[src/rtl/amo_pkg.sv]
package amo_pkg;
  localparam int OP_W = 3;

  typedef enum logic [OP_W-1:0] {
    OP_LOAD  = 3'd0,
    OP_STORE = 3'd1,
    OP_CAS   = 3'd2,
    OP_TAS   = 3'd3,
    OP_FAI   = 3'd4,
    OP_LL    = 3'd5,
    OP_SC    = 3'd6
  } amo_op_e;

  typedef enum logic {
    ST_IDLE = 1'b0,
    ST_EXEC = 1'b1
  } amo_st_e;
endpackage

[src/rtl/amo_rr_arb.sv]
module amo_rr_arb #(
  parameter int N_REQ = 4,
  localparam int ID_W = $clog2(N_REQ)
) (
  input  logic            clk,
  input  logic            rst_n,
  input  logic            en,
  input  logic [N_REQ-1:0] req,
  output logic [N_REQ-1:0] grant,
  output logic [ID_W-1:0]  gnt_idx
);
  logic [ID_W-1:0] ptr_q, ptr_d;
  logic            found;
  int              cand;

  always_comb begin
    grant   = '0;
    gnt_idx = '0;
    found   = 1'b0;
    cand    = 0;
    for (int off = 1; off <= N_REQ; off++) begin
      cand = int'(ptr_q) + off;
      if (cand >= N_REQ) cand = cand - N_REQ;
      if (en && !found && req[cand]) begin
        found       = 1'b1;
        grant[cand] = 1'b1;
        gnt_idx     = ID_W'(cand);
      end
    end
  end

  always_comb begin
    ptr_d = ptr_q;
    if (found) ptr_d = gnt_idx;
  end

  always_ff @(posedge clk or negedge rst_n) begin
    if (!rst_n) ptr_q <= ID_W'(N_REQ - 1);
    else        ptr_q <= ptr_d;
  end
endmodule

[src/rtl/amo_resv.sv]
module amo_resv #(
  parameter int N_REQ  = 4,
  parameter int ADDR_W = 4,
  localparam int ID_W  = $clog2(N_REQ)
) (
  input  logic              clk,
  input  logic              rst_n,
  input  logic              link_set,
  input  logic              own_clr,
  input  logic              wr_en,
  input  logic [ID_W-1:0]   id,
  input  logic [ADDR_W-1:0] addr,
  output logic              hit
);
  logic [N_REQ-1:0]  v_q, v_d;
  logic [ADDR_W-1:0] a_q [N_REQ];
  logic [ADDR_W-1:0] a_d [N_REQ];

  for (genvar i = 0; i < N_REQ; i++) begin : g_slot
    always_comb begin
      v_d[i] = v_q[i];
      a_d[i] = a_q[i];
      if (link_set && id == ID_W'(i)) begin
        v_d[i] = 1'b1;
        a_d[i] = addr;
      end else if ((own_clr && id == ID_W'(i)) ||
                   (wr_en && v_q[i] && a_q[i] == addr)) begin
        v_d[i] = 1'b0;
      end
    end

    always_ff @(posedge clk or negedge rst_n) begin
      if (!rst_n) begin
        v_q[i] <= 1'b0;
        a_q[i] <= '0;
      end else begin
        v_q[i] <= v_d[i];
        a_q[i] <= a_d[i];
      end
    end
  end

  assign hit = v_q[id] && (a_q[id] == addr);
endmodule

[src/rtl/amo_mem.sv]
module amo_mem #(
  parameter int ADDR_W = 4,
  parameter int DATA_W = 16,
  localparam int DEPTH = 1 << ADDR_W
) (
  input  logic              clk,
  input  logic              we,
  input  logic [ADDR_W-1:0] addr,
  input  logic [DATA_W-1:0] wdata,
  output logic [DATA_W-1:0] rdata
);
  logic [DATA_W-1:0] mem_q [DEPTH];

  always_ff @(posedge clk) begin
    if (we) mem_q[addr] <= wdata;
  end

  assign rdata = mem_q[addr];
endmodule

[src/rtl/amo_unit.sv]
module amo_unit
  import amo_pkg::*;
#(
  parameter int N_REQ  = 4,
  parameter int ADDR_W = 4,
  parameter int DATA_W = 16,
  localparam int ID_W  = $clog2(N_REQ)
) (
  input  logic                    clk,
  input  logic                    rst_n,
  input  logic [N_REQ-1:0]        req_valid,
  output logic [N_REQ-1:0]        req_ready,
  input  logic [N_REQ*OP_W-1:0]   req_op,
  input  logic [N_REQ*ADDR_W-1:0] req_addr,
  input  logic [N_REQ*DATA_W-1:0] req_opa,
  input  logic [N_REQ*DATA_W-1:0] req_opb,
  output logic                    rsp_valid,
  output logic [ID_W-1:0]         rsp_id,
  output logic [DATA_W-1:0]       rsp_data,
  output logic                    rsp_ok
);
  amo_st_e           st_q, st_d;
  logic [N_REQ-1:0]  grant;
  logic [ID_W-1:0]   gnt_idx;
  logic              idle, exec, cap_en;

  amo_op_e           cur_op;
  logic [ID_W-1:0]   cur_id;
  logic [ADDR_W-1:0] cur_addr;
  logic [DATA_W-1:0] cur_a, cur_b;

  logic [DATA_W-1:0] mem_rd, wr_data, res_data;
  logic              wr_en, res_ok, resv_hit;

  assign idle      = (st_q == ST_IDLE);
  assign exec      = (st_q == ST_EXEC);
  assign cap_en    = idle && (|req_valid);
  assign req_ready = grant;

  amo_rr_arb #(.N_REQ(N_REQ)) arb_i (
    .clk(clk), .rst_n(rst_n), .en(idle), .req(req_valid),
    .grant(grant), .gnt_idx(gnt_idx)
  );

  always_comb begin
    st_d = st_q;
    case (st_q)
      ST_IDLE: if (cap_en) st_d = ST_EXEC;
      default: st_d = ST_IDLE;
    endcase
  end

  always_ff @(posedge clk or negedge rst_n) begin
    if (!rst_n) st_q <= ST_IDLE;
    else        st_q <= st_d;
  end

  always_ff @(posedge clk) begin
    if (cap_en) begin
      cur_op   <= amo_op_e'(req_op[gnt_idx*OP_W +: OP_W]);
      cur_id   <= gnt_idx;
      cur_addr <= req_addr[gnt_idx*ADDR_W +: ADDR_W];
      cur_a    <= req_opa[gnt_idx*DATA_W +: DATA_W];
      cur_b    <= req_opb[gnt_idx*DATA_W +: DATA_W];
    end
  end

  amo_mem #(.ADDR_W(ADDR_W), .DATA_W(DATA_W)) mem_i (
    .clk(clk), .we(exec && wr_en), .addr(cur_addr),
    .wdata(wr_data), .rdata(mem_rd)
  );

  amo_resv #(.N_REQ(N_REQ), .ADDR_W(ADDR_W)) resv_i (
    .clk(clk), .rst_n(rst_n),
    .link_set(exec && cur_op == OP_LL),
    .own_clr(exec && cur_op == OP_SC),
    .wr_en(exec && wr_en),
    .id(cur_id), .addr(cur_addr), .hit(resv_hit)
  );

  always_comb begin
    wr_en    = 1'b0;
    wr_data  = cur_a;
    res_data = mem_rd;
    res_ok   = 1'b1;
    case (cur_op)
      OP_STORE: begin
        wr_en    = 1'b1;
        res_data = '0;
      end
      OP_CAS: begin
        res_ok  = (mem_rd == cur_a);
        wr_en   = res_ok;
        wr_data = cur_b;
      end
      OP_TAS: wr_en = 1'b1;
      OP_FAI: begin
        wr_en   = 1'b1;
        wr_data = mem_rd + DATA_W'(1);
      end
      OP_SC: begin
        res_ok      = resv_hit;
        wr_en       = resv_hit;
        res_data    = '0;
        res_data[0] = resv_hit;
      end
      default: ;
    endcase
  end

  always_ff @(posedge clk or negedge rst_n) begin
    if (!rst_n) rsp_valid <= 1'b0;
    else        rsp_valid <= exec;
  end

  always_ff @(posedge clk) begin
    if (exec) begin
      rsp_id   <= cur_id;
      rsp_data <= res_data;
      rsp_ok   <= res_ok;
    end
  end
endmodule

[config.mk]
export PLATFORM = sky130hd
export DESIGN_NAME = amo_unit
export DESIGN_NICKNAME = d
export VERILOG_FILES = /design/src/rtl/amo_pkg.sv /design/src/rtl/amo_rr_arb.sv /design/src/rtl/amo_resv.sv /design/src/rtl/amo_mem.sv /design/src/rtl/amo_unit.sv
export SDC_FILE = /design/constraint.sdc
export NUM_CORES = 1
export LEC_CHECK = 0
export BUFFER_PORTS_ARGS = -buffer_cell sky130_fd_sc_hd__buf_2
export CAP_MARGIN = 25
export CORE_AREA = 3 3 256 157
export CTS_CLUSTER_DIAMETER = 60
export DETAILED_ROUTE_END_ITERATION = 10
export DIE_AREA = 0 0 259 160
export GPL_ROUTABILITY_DRIVEN = 1
export GPL_TIMING_DRIVEN = 0
export PLACE_DENSITY_LB_ADDON = 0.15
export SLEW_MARGIN = 5
export SYNTH_ARGS = -nofsm -noshare
export SYNTH_HDL_FRONTEND = slang
export SYNTH_HIERARCHICAL = 1
export SYNTH_SLANG_ARGS = --single-unit
[constraint.sdc]
create_clock -name clk -period 12.2 [get_ports clk]
set_input_delay 0.61 -clock clk [delete_from_list [all_inputs] [get_ports clk]]
set_output_delay 0.61 -clock clk [all_outputs]
set_load 0.005 [all_outputs]
# After elaboration in Yosys (flattened, before gate mapping)
# Memories as Yosys holds them, arrays and structs flattened. A register that Yosys moved wholly into a read port is not among the register bits.
# Index checks and enable logic that the tools add are counted.
# word_totals
output_inout_bits	24
word_cells	172
memories	1
regBits	84
ramBits	256
# classes
n_shift	4
bitwise	5
n_reduce_logical	46
magnitude_cmp	14
add_sub_neg	9
multipliers	1
n_mux	58
eq_ne	15
# mem_list
memory	depth	word_bits	read_ports	rd_clocked_by_memory_dff	write_ports	line_no	rtl
mem_i.mem_q	16	16	1	1	1	amo_mem.sv:12	logic [DATA_W-1:0] mem_q [DEPTH];
# ops
cell	n
>= comparator 32 x 1 -> 1 bit, second input constant	4
>= comparator 32 x 4 -> 1 bit, second input constant	4
< comparator 32 x 4 -> 1 bit, second input constant	4
2-to-1 mux 32 bit	4
variable part select 64 x 7 -> 16 bit	2
subtractor 32 x 4 -> 32 bit, second input constant	4
one-hot mux 16 bit (2 select lines)	2
logical AND 1 bit	32
2-to-1 mux 1 bit	29
2-to-1 mux 4 bit	7
== test 4 bit	5
adder 16 x 1 -> 16 bit, second input constant	1
== test 16 bit	1
variable part select 16 x 5 -> 4 bit	1
OR 4 bit	3
variable part select 12 x 5 -> 3 bit	1
binary-select mux 1 bit (select 2 bit)	5
== test 3 bit, second input constant	3
binary-select mux 4 bit (select 2 bit)	1
demux 1 bit (select 2 bit)	4
2-to-1 mux 2 bit	4
nonzero test 2 bit	4
adder 2 x 2 -> 3 bit, second input constant	2
== test 3 x 2 -> 1 bit, second input constant	2
17 further kinds	23

# Logic depth before layout (Yosys ltp)
# Gate-level depths: netlist (run 1).
# depth
depth_word	22
depth_mapped	13
mapped_depth_nobuf	11

# Modules after synthesis
# Netlist (run 1), hierarchy kept.
# modules_own_cells
mod	seq_area_each_um2	area_each_um2	n_inst	cells_per_inst
amo_mem	7687.4	9703.1	1	418
amo_unit	1851.8	3713.6	1	258
amo_resv	500.5	1162.4	1	92
amo_rr_arb	52.6	588.1	1	75

# Least setup slack after synthesis (run 1)
# OpenSTA, ideal clock, no wires.
# synth_path
kind	register to register
startpoint	register cur_addr[1]
endpoint	memory mem_i.mem_q[0][0] (enable)
arrival_time_ps	4393
path_buffers	2
stages_incl_launch_ff	12
period_less_slack_ps	4802
path_slack_ps	7398
path_cell_list	edfxtp_1 buf_2 clkbuf_1 mux4_2 a22oi_1 nand2_1 xnor2_1 nand4_1 or4_1 o32ai_2 or3b_2 nor3_1
# synth_via
elab_chain_cells	6
# synth_rtl
element	line_no	rtl
from (decl)	amo_unit.sv:29	logic [ADDR_W-1:0] cur_addr;
from (signal assigned)	amo_unit.sv:62	cur_addr <= req_addr[gnt_idx*ADDR_W +: ADDR_W];
== test 4 bit	amo_resv.sv:43	assign hit = v_q[id] && (a_q[id] == addr);
logical AND 1 bit	amo_resv.sv:43	
one-hot mux 1 bit (3 select lines)	amo_unit.sv:86	case (cur_op)
logical AND 1 bit	amo_unit.sv:69	.clk(clk), .we(exec && wr_en), .addr(cur_addr),
2-to-1 mux 1 bit	amo_mem.sv:15	if (we) mem_q[addr] <= wdata;
2-to-1 mux 1 bit (not written as such)	amo_mem.sv:15	
to (decl)	amo_mem.sv:12	
# Several ways; a longest one is shown, not always the timed one.

# Final worst setup path (run 1)
# layout_path
startpoint	register cur_addr[3]
endpoint	memory mem_i.mem_q[8][0] (enable)
# Same word-level chain as after synthesis.

==> impl_metrics.yaml, run 1 <==
timing:
  fmax_ghz: 0.159
  setup_viol: 0
  fin_skew_ns: 0.0248
  slew_headroom_pct: 39.1
  tns_ns: 0
  finalHoldViolations: 0
  tightest_slew_ns: 0.914
  rsz0062_at_grt: "false"
  fin_crit_ns: 6.31
  maxSlewViolCount: 0
  timing.final.crit_share_pct: 51.7
floorplanning:
  io_pins: 186
  die_y_um: 160
  die_x_um: 259
  rows: 55
  core-area_mm2: 0.0378
  dieArea_mm2: 0.0414
  initial_utilization_pct: 40.1
clock_network:
  cts.repair.resized: 0
  root_buffer: "clkbuf_16"
  clockBufferDepth: 3
  clock_insertion_delay_worst_skew_ns: 0.52
  cts_hold_buf: 0
  htree_levels: 2
  clock-sinks: 340
  clkTransAtPathRegs_ns: 0.06
  cts_tree: "yes"
  cts_setup_buffers: 0
  cts-buffers-inserted: 34
route:
  drt-total-wl_um: 40700
  first_pass_iters: 5
  wl_per_cell_um: 25.0
  drtAntennaViolNets: 0
  first_iter_violations: 989
  vias_per_cell: 5.62
  drc: 0
  vias: 9176
setup_path:
  endpoint_kind: "flip-flop"
  cpLargestDelayFamily: "simple AND/OR/NAND/NOR gates"
  cp.depth: 12
  max_stage_delay_ns: 0.84
  r2r.worst_path.cells: 12
  worstPathArrival_ns: 6.52
  worstPathMaxFanout: 10
  critPathKind: "reg -> reg"
  crit_required_ns: 12.41
  path_cells: "nor2_1 -> clkbuf_1 -> a22oi_1 -> nand2_1 -> clkbuf_1 -> xnor2_1 -> nand4_1 -> or4_1 -> o32ai_2 -> nand3b_1 -> nor3_2 -> buf_4"
  r2r-end: "mem_i/mem_q[8][0]$_DFFE_PP_"
  crit_buf_inv: 3
  startpoint_type: "flip-flop"
  r2r-start: "cur_addr[3]$_DFFE_PP_"
  critPathMostFrequentCell: "clkbuf_1"
  reg2reg_slack_ns: 5.89
  slowest_stage: "o32ai_2"
global_route:
  antenna_found_initial: 3
  grt_usage_pct: 19.9
  overflow: 0
  grt_pass1_vias: 9278
  grt_max_degree: 35
  grt_pass1_wl_um: 61200
worst_hold_path:
  hold_class: "in -> async"
logic_synthesis:
  synth-seq-cells: 340
  synthTopCellsByArea: "edfxtp_1 63%, mux4_2 15%, dfrtp_1 3.6%, a22oi_1 2.3%, xnor2_1 1.8%"
  synth-simple-area-share_pct: 5.44
  avgSynthCellArea_um2: 18.0
  synth_edf_count: 316
  synth_compound_area_share_pct: 4.49
  synth.yosys.seq_area_share_pct: 66.5
  syn-num-nets: 1013
  synthesis.area_mm2: 0.0152
  ys_warn_count: 6
  synthAdderAreaFrac_pct: 0.660
  synth_xor_area_share_pct: 2.77
  yosysTopAreaCellShare_pct: 62.6
  synth.most_common_cell: "edfxtp_1"
  synth.mux.area_fraction_pct: 18.2
  netlist_instances: 843
  yosysTopAreaCell: "edfxtp_1"
  dominantRegCellSynth: "edfxtp_1"
  ys_types: 51
  synth_top_cells_by_count: "316 x edfxtp_1, 104 x mux4_2, 47 x a22oi_1"
  synth_top_family_by_area: "multiplexers"
  synthArstFlopShare_pct: 7.06
placed_design:
  gp_congestion: 0.867
  post-place-cells: 1572
  place_area_mm2: 0.0172
  dp_hpwl_um: 30400
  io_buffers: 185
cells_and_area:
  layout-drive-gt1-share_pct: 39.4
  fin_util_pct: 48.4
  nNetsFinal: 1265
  finalInstanceArea_mm2: 0.0183
  fillers: 3220
  areaGrowthSynthToFinish_pct: 20.5
  multi_input_area_mm2: 0.00484
  layout.cells.non_filler: 1633
  ff_latch_area_mm2: 0.0101
flow_run:
  maxCapViolations: 0
pwr:
  power_leakage_nw: 6.37
  finalPower_mw: 5.36
  peakVddDrop_mv: 0.113
  pwr_density_cell_mw_per_mm2: 293
outcome:
  status: "complete, no violations"
-- per-stage QoR --
step,setup slack (ns),hold WS (ns)
floorplan,7.40,0.314
global placement,4.55,0.526
detailed placement,6.16,0.533
CTS,6.15,0.118
global route,5.62,0.148
finish,5.89,0.117
-- state kept, by name, summed over array words and instances (netlist names), 3 cells and up --
name / count
mem_i/mem_q: 256
cur_a: 16
cur_b: 16
resv_i/a_q: 16
rsp_data: 16
cur_addr: 4
resv_i/v_q: 4
cur_op: 3
-- where the power goes --
part           leakage [nW]  total, mW  internal (mW)  switching [mW]
Clock                 0.532       1.06          0.613           0.443
Sequential             3.20       1.95           1.82           0.134
Combinational          2.63       2.35          0.950            1.40
Total                  6.37       5.36           3.38            1.97
-- cells in the final DEF (no fill, tap or decap), drive strengths merged, types with 8 or more instances in the layout --
master	Yosys	layout
a22oi	47	47
and2	17	17
buf	22	238
clkbuf	28	70
clkinv	0	9
dfrtp	22	22
edfxtp	316	316
ha	8	8
mux2	18	18
mux2i	8	8
mux4	109	109
nand2	40	40
nand3	16	16
nor2	31	31
nor3	12	12
o21ai	21	21
xnor2	32	32
xor2	16	16
-- routing by layer --
| layer | track usage, % | wire, µm | up-vias |
|---|---|---|---|
| met4 | 4.20 | 616 | 4 |
| met2 | 25.7 | 16400 | 381 |
| met5 | 0 | 27 | - |
| met1 | 33.6 | 20400 | 4775 |
| met3 | 4.31 | 3370 | 54 |
| li1 | - | - | 3962 |
-- final cells by class --
class,count,share of cell area [%]
Sequential cell,340,55.2
Multi-Input combinational cell,447,26.5
Timing Repair Buffer,216,7.13
Clock buffer,42,4.94
Tap cell,513,3.51
Buffer,50,1.48
Clock inverter,18,1.10
Inverter,6,0.123
Antenna cell,1,0.0137
-- logic make-up after synthesis --
kind of cell	count (synthesis)
adder cells (fa/ha/maj)	8
multiplexers	135
XOR/XNOR	48
AND/OR/NAND/NOR	159
flip-flops	340
AO/OA/AOI/OAI	97
buffers and inverters	56
-- worst max-delay path by stage --
| stage | start | end |
|---|---|---|
| floorplan | cur_addr[1]$_DFFE_PP_ | mem_i/mem_q[0][0]$_DFFE_PP_ |
| global placement | cur_addr[3]$_DFFE_PP_ | mem_i/mem_q[0][5]$_DFFE_PP_ |
| detailed placement | cur_addr[3]$_DFFE_PP_ | mem_i/mem_q[8][5]$_DFFE_PP_ |
| CTS | cur_addr[3]$_DFFE_PP_ | mem_i/mem_q[8][1]$_DFFE_PP_ |
| global route | cur_addr[3]$_DFFE_PP_ | mem_i/mem_q[8][1]$_DFFE_PP_ |
| finish | cur_addr[3]$_DFFE_PP_ | mem_i/mem_q[8][0]$_DFFE_PP_ |
(Power assumes the default switching activity.)
==> run 2, diff against run 1 <==
--- a/config.mk
+++ b/config.mk
@@ -5,12 +5,13 @@
 export SDC_FILE = /design/constraint.sdc
 export NUM_CORES = 1
 export LEC_CHECK = 0
+export ABC_AREA = 1
 export BUFFER_PORTS_ARGS = -buffer_cell sky130_fd_sc_hd__buf_2
 export CAP_MARGIN = 25
-export CORE_AREA = 3 3 256 157
+export CORE_AREA = 3 3 268 164
 export CTS_CLUSTER_DIAMETER = 60
 export DETAILED_ROUTE_END_ITERATION = 10
-export DIE_AREA = 0 0 259 160
+export DIE_AREA = 0 0 271 167
 export GPL_ROUTABILITY_DRIVEN = 1
 export GPL_TIMING_DRIVEN = 0
 export PLACE_DENSITY_LB_ADDON = 0.15
==> constraint.sdc (replaced) <==
create_clock -name clk -period 5.8 [get_ports clk]
set_input_delay 0.29 -clock clk [delete_from_list [all_inputs] [get_ports clk]]
set_output_delay 0.29 -clock clk [all_outputs]
set_load 0.005 [all_outputs]
==> run 2 against run 1 <==
Against the previous run:
- power up 140%
- count of clock-buffer cells in the layout down 3
- global-route usage up 3.1 points
- clock power up 110%
- wire length up 30%
- hold slack about the same
- critical path depth up 5
- flip-flop and latch count unchanged
- sequential power up 120%
- critical path type unchanged
==> impl_metrics.yaml, run 2 <==
setup_path:
  endpoint_kind: "flip-flop"
  path_cells: "inv_1 -> buf_2 -> buf_2 -> nand2_1 -> nand2_1 -> nand2_1 -> nand2_1 -> inv_1 -> nand2_1 -> xnor2_1 -> nand2_1 -> nor2_1 -> nand3_1 -> a21oi_1 -> nand3_1 -> nor2_1 -> buf_4"
  r2r-start: "cur_addr[1]$_DFFE_PP_"
  slowest_stage: "edfxtp_1"
  worstSetupStartpoint: "cur_addr[1]$_DFFE_PP_"
  max_stage_delay_ns: 0.85
  startpoint_type: "flip-flop"
  reg2reg_slack_ns: 0.17
  worstPathMaxFanout: 10
  worstPathArrival_ns: 5.85
  crit_required_ns: 6.02
  r2r.worst_path.cells: 17
  critPathKind: "reg -> reg"
  critPathMostFrequentCell: "nand2_1"
  r2r-end: "mem_i/mem_q[12][13]$_DFFE_PP_"
timing:
  fmax_ghz: 0.178
  setup_viol: 0
  rsz0062_at_grt: "false"
  timing.final.crit_share_pct: 97.0
  slew_headroom_pct: 31.6
  finalHoldViolations: 0
  fin_skew_ns: 0.0154
  tightest_slew_ns: 1.02
  hold_ws_ns: 0.116
  fin_crit_ns: 5.63
  maxSlewViolCount: 0
placed_design:
  gp_congestion: 0.938
  place_area_mm2: 0.0186
  dp_hpwl_um: 39800
  io_buffers: 185
  post-place-cells: 2623
logic_synthesis:
  synth.most_common_cell: "nand2_1"
  synth.yosys.seq_area_share_pct: 60.7
  dominantRegCellSynth: "edfxtp_1"
  avgSynthCellArea_um2: 9.00
  netlist_instances: 1846
  yosysTopAreaCellShare_pct: 57.1
  syn-num-nets: 2016
  ys_types: 42
  synth-seq-cells: 340
  synthArstFlopShare_pct: 7.06
  ys_warn_count: 6
  synthTopCellsByArea: "edfxtp_1 57%, nand2_1 20%, o21ai_0 3.4%, dfrtp_1 3.3%, nor2_1 3.2%"
  synthesis.area_mm2: 0.0166
  synth_top_cells_by_count: "878 x nand2_1, 316 x edfxtp_1, 141 x nor2_1"
  synth_edf_count: 316
  yosysTopAreaCell: "edfxtp_1"
floorplanning:
  core-area_mm2: 0.0417
  io_pins: 186
  rows: 58
  die_y_um: 167
  die_x_um: 271
  initial_utilization_pct: 39.8
  dieArea_mm2: 0.0453
clock_network:
  cts_tree: "yes"
  clockBufferDepth: 3
  htree_levels: 2
  clock-sinks: 340
  cts-buffers-inserted: 35
  root_buffer: "clkbuf_16"
  cts_setup_buffers: 0
  clkTransAtPathRegs_ns: 0.06
  clock_insertion_delay_worst_skew_ns: 0.53
flow_run:
  maxCapViolations: 0
cells_and_area:
  areaGrowthSynthToFinish_pct: 18.7
  nNetsFinal: 2262
  layout_commonest_cell: "nand2_1"
  most-common-layout-cells: "878 x nand2_1, 316 x edfxtp_1, 220 x buf_2"
  layout-drive-gt1-share_pct: 17.7
  finalInstanceArea_mm2: 0.0197
  antennaDiodeCount: 0
  largest_register: "mem_i/mem_q"
  layout.cells.non_filler: 2682
  largest_reg_flops: 256
route:
  wl_per_cell_um: 19.8
  drtAntennaViolNets: 0
  first_iter_violations: 1385
  first_pass_iters: 5
  vias: 13639
  drt-total-wl_um: 53000
  drc: 0
  vias_per_cell: 5.09
global_route:
  gr-max-usage-layer: "met1"
  grt_use_met1_pct: 37.6
  antenna_found_initial: 3
  overflow: 0
  met2_usage_pct: 30.8
  grt_pass1_wl_um: 78000
  grt_pass1_vias: 12752
  grt_use_met3_pct: 5.14
  grt_max_degree: 34
  grt_usage_pct: 23.0
worst_hold_path:
  hold_path_depth: 3
  min_to: "cur_b[5]$_DFFE_PP_"
  hold_class: "in -> reg"
  hp-start: "req_opb[5]"
pwr:
  power_leakage_nw: 8.56
  peakVddDrop_mv: 0.340
  pwr_density_cell_mw_per_mm2: 654
  power.switching_mw: 5.98
  pwr-share-clk_pct: 17.5
  p_comb_share_pct: 49.9
  swShare_pct: 46.3
  p_seq_share_pct: 32.5
  p_int_mw: 6.93
outcome:
  status: "complete, no violations"
## run 2: cell count changes in the layout (fill, tap and decap cells not counted), sizes merged, moves of 40 or more
cell,change
nand2,+850
o21ai,+98
a22oi,-47
mux4,-109
o22ai,+40
inv,+100
nor2,+118
## run 2: power groups by stage
stage          logic, mW  registers [mW]  clock network [mW]
2_1_floorplan       3.85            4.08                   0
3_3_place_gp        6.07            4.27                   0
3_5_place_dp        6.30            4.25                   0
4_1_cts             6.32            4.20                2.32
5_1_grt             7.07            4.24                2.42
6_report            6.45            4.20                2.27
## run 2: repair_timing
action / 4_1_cts / 5_1_grt
resized for setup: 0 / 2
endpoints found under the setup margin: 0 / 32
endpoints found under the hold margin: 22 / 0
hold buffers: 1 / 0
## run 2: cells by family (layout without fill, tap and decap cells)
family                     Yosys count  in the layout  share of synthesized area [%]
AOI/OAI and AO/OA                  183            183                           6.07
xor gates and xnor gates             9              9                          0.474
adders and majority gates            8              8                          0.602
buffers and inverters              186            452                           5.22
DFF                                340            340                           60.7
and+or+nand+nor                   1120           1120                           26.9
## run 2: routing by layer
layer	share of wire, %	vias to the layer above
met5	0.21	-
met4	1.3	2
met3	8.2	62
met2	39	471
met1	51	6560
li1	-	6544
## run 2: per-stage QoR
step                setup WS, ns  setup TNS [ns]  power (mW)  util [%]
floorplan                   2.27               0        7.93         -
global placement          -0.171          -10.40        10.3      43.8
detailed placement         0.355               0        10.5      44.5
CTS                        0.324               0        12.8      47.2
global route              0.0151               0        13.7      47.3
finish                     0.174               0        12.9      47.3
## run 2: cell type report
class                      count  area (µm²)
clock buffer                  39         933
buffer                        77         452
fill                        4062       22000
multi-input combinational   1320        5720
inverter                     109         417
clock inverter                18         195
sequential                   340       10100
tap                          570         713
timing repair buffer         209        1200
## run 2: worst max-delay path by stage
stage	end	slack (ns)	depth (start not counted)
finish	mem_i/mem_q[12][13]$_DFFE_PP_	0.17	17
global route	mem_i/mem_q[0][0]$_DFFE_PP_	0.02	19
CTS	mem_i/mem_q[14][12]$_DFFE_PP_	0.32	19
detailed placement	mem_i/mem_q[14][9]$_DFFE_PP_	0.36	19
global placement	mem_i/mem_q[3][2]$_DFFE_PP_	-0.17	16
floorplan	mem_i/mem_q[3][0]$_DFFE_PP_	2.27	22
## run 2: worst max-delay path, delay by kind of cell (launching register included)
family	cells	cell delay (ns)
buffers and inverters	5	1.37
AOI/OAI and AO/OA	1	0.70
xor gates and xnor gates	1	0.23
and+or+nand+nor	10	2.18
DFF	1	0.85
==> run 3, diff against run 2 <==
--- a/config.mk
+++ b/config.mk
@@ -14,9 +14,10 @@
 export DIE_AREA = 0 0 271 167
 export GPL_ROUTABILITY_DRIVEN = 1
 export GPL_TIMING_DRIVEN = 0
-export PLACE_DENSITY_LB_ADDON = 0.15
+export PLACE_DENSITY = 0.58
 export SLEW_MARGIN = 5
 export SYNTH_ARGS = -nofsm -noshare
 export SYNTH_HDL_FRONTEND = slang
 export SYNTH_HIERARCHICAL = 1
 export SYNTH_SLANG_ARGS = --single-unit
+export TNS_END_PERCENT = 50
==> run 3 against run 2 <==
Against the previous run:
- sequential share of layout area is 0.53 points higher
- largest cell class unchanged
- die area unchanged
- critical path depth down 1
- utilization down 0.49 points
- clock skew shrank 0.0036 ns
- via count up 0.54%
- largest power group unchanged
- setup slack got worse by 0.024 ns
- clock power decreased by 14%
==> impl_metrics.yaml, run 3 (same netlist as run 2, synthesis figures left out) <==
floorplanning:
  dieArea_mm2: 0.0453
  die_y_um: 167
  rows: 58
  die_x_um: 271
  initial_utilization_pct: 39.8
  io_pins: 186
  core-area_mm2: 0.0417
setup_path:
  slowest_stage: "nor2_2"
  critPathKind: "reg -> reg"
  r2r-start: "cur_addr[1]$_DFFE_PP_"
  critPathMostFrequentCell: "nand2_1"
  endpoint_kind: "flip-flop"
  reg2reg_slack_ns: 0.15
  r2r-end: "mem_i/mem_q[14][13]$_DFFE_PP_"
  crit_required_ns: 6.00
  r2r.worst_path.cells: 16
  startpoint_type: "flip-flop"
  worstPathArrival_ns: 5.85
  max_stage_delay_ns: 0.89
  worstPathMaxFanout: 16
  path_cells: "inv_1 -> buf_2 -> buf_2 -> nand2_1 -> nand2_1 -> nand2_1 -> nand2_1 -> inv_1 -> nand2_1 -> xnor2_1 -> nand2_1 -> nor2_1 -> nand3_1 -> a21oi_1 -> nand3_1 -> nor2_2"
cells_and_area:
  areaGrowthSynthToFinish_pct: 17.5
  layout_commonest_cell: "nand2_1"
  nNetsFinal: 2256
  largest_register: "mem_i/mem_q"
  layout-drive-gt1-share_pct: 17.3
  most-common-layout-cells: "878 x nand2_1, 316 x edfxtp_1, 220 x buf_2"
  largest_reg_flops: 256
timing:
  fin_skew_ns: 0.0118
  timing.final.crit_share_pct: 97.4
  tightest_slew_ns: 1.03
  hold_ws_ns: 0.0678
  finalHoldViolations: 0
  maxSlewViolCount: 0
  setup_viol: 0
  rsz0062_at_grt: "false"
  fin_crit_ns: 5.65
  slew_headroom_pct: 31.4
  fmax_ghz: 0.177
clock_network:
  root_buffer: "clkbuf_16"
  clockBufferDepth: 3
  cts-buffers-inserted: 31
  clock_insertion_delay_worst_skew_ns: 0.58
  cts_setup_buffers: 0
  cts_tree: "yes"
  htree_levels: 1
  clkTransAtPathRegs_ns: 0.06
  cts_hold_buf: 1
  clock-sinks: 340
  cts.repair.resized: 0
pwr:
  pwr-share-clk_pct: 15.6
  pwr_density_cell_mw_per_mm2: 642
  peakVddDrop_mv: 0.269
  swShare_pct: 46.8
  power.switching_mw: 5.87
  p_int_mw: 6.67
  finalPower_mw: 12.5
  power_leakage_nw: 8.46
  p_seq_share_pct: 33.4
  p_comb_share_pct: 51.0
placed_design:
  dp_hpwl_um: 38700
  gp_congestion: 0.987
  io_buffers: 185
outcome:
  status: "complete, no violations"
route:
  drc: 0
  vias: 13712
  drt-total-wl_um: 51500
  first_iter_violations: 1515
  vias_per_cell: 5.11
  first_pass_iters: 6
  drtAntennaViolNets: 0
  wl_per_cell_um: 19.2
global_route:
  grt_pass1_vias: 12449
  grt_usage_pct: 22.2
  grt_max_degree: 35
  grt_pass1_wl_um: 76300
  antenna_found_initial: 2
  overflow: 0
worst_hold_path:
  min_to: "cur_op[1]$_DFFE_PP_"
  hold_class: "in -> reg"
  hp-start: "req_op[1]"
  hold_path_depth: 3
flow_run:
  maxCapViolations: 0
==> run 3: power by group through the flow <==
stage / clock network, mW / logic, mW / registers, mW
after floorplan: 0 / 3.85 / 4.08
after global placement: 0 / 5.99 / 4.26
after detailed placement: 0 / 6.23 / 4.24
after CTS: 2.01 / 6.26 / 4.19
after global routing: 2.11 / 7.01 / 4.23
final: 1.96 / 6.39 / 4.19
==> run 3: through the flow <==
stage | TNS [ns] | utilization (%) | instances | cell area, µm² | setup slack (ns)
after floorplan | 0 | - | 1846 | 16600 | 2.27
after global placement | -0.991 | 43.8 | 2601 | 18300 | -0.0400
after detailed placement | 0 | 44.5 | 2622 | 18600 | 0.420
after CTS | 0 | 46.8 | 2681 | 19500 | 0.411
after global routing | 0 | 46.8 | 2682 | 19500 | 0.0254
final | 0 | 46.8 | 2682 | 19500 | 0.150
==> run 3: layer usage <==
layer / up-vias / GRT usage (%) / share of wire [%]
li1: 6552 / - / -
met1: 6517 / 35.8 / 49
met2: 576 / 29.0 / 39
met3: 67 / 6.62 / 11
met4: 0 / 3.96 / 1.6
met5: - / 0 / 0
==> run 3: worst max-delay path by stage <==
stage / from / to / slack (ns)
6_report: cur_addr[1]$_DFFE_PP_ / mem_i/mem_q[14][13]$_DFFE_PP_ / 0.15
5_1_grt: cur_addr[1]$_DFFE_PP_ / mem_i/mem_q[14][9]$_DFFE_PP_ / 0.03
2_1_floorplan: cur_addr[0]$_DFFE_PP_ / mem_i/mem_q[3][0]$_DFFE_PP_ / 2.27
3_5_place_dp: cur_addr[1]$_DFFE_PP_ / mem_i/mem_q[14][9]$_DFFE_PP_ / 0.42
4_1_cts: cur_addr[1]$_DFFE_PP_ / mem_i/mem_q[14][9]$_DFFE_PP_ / 0.41
3_3_place_gp: cur_addr[1]$_DFFE_PP_ / mem_i/mem_q[6][6]$_DFFE_PP_ / -0.04
==> run 3: critical path: cells and delay by family, from the launching register on <==
family	cells	cell delay (ns)
XOR/XNOR	1	0.21
AND/OR/NAND/NOR	10	2.38
buffers and inverters	4	1.07
AO/OA/AOI/OAI	1	0.73
flip-flops	1	0.88
==> run 3: cell type report <==
type / instances / area [µm²]
Fill cell: 3955 / 22200
Inverter: 109 / 417
Sequential cell: 340 / 10100
Clock inverter: 13 / 93.8
Timing Repair Buffer: 207 / 1180
Buffer: 77 / 452
Multi-Input combinational cell: 1320 / 5720
Tap cell: 570 / 713
Clock buffer: 45 / 858
Antenna cell: 1 / 2.50
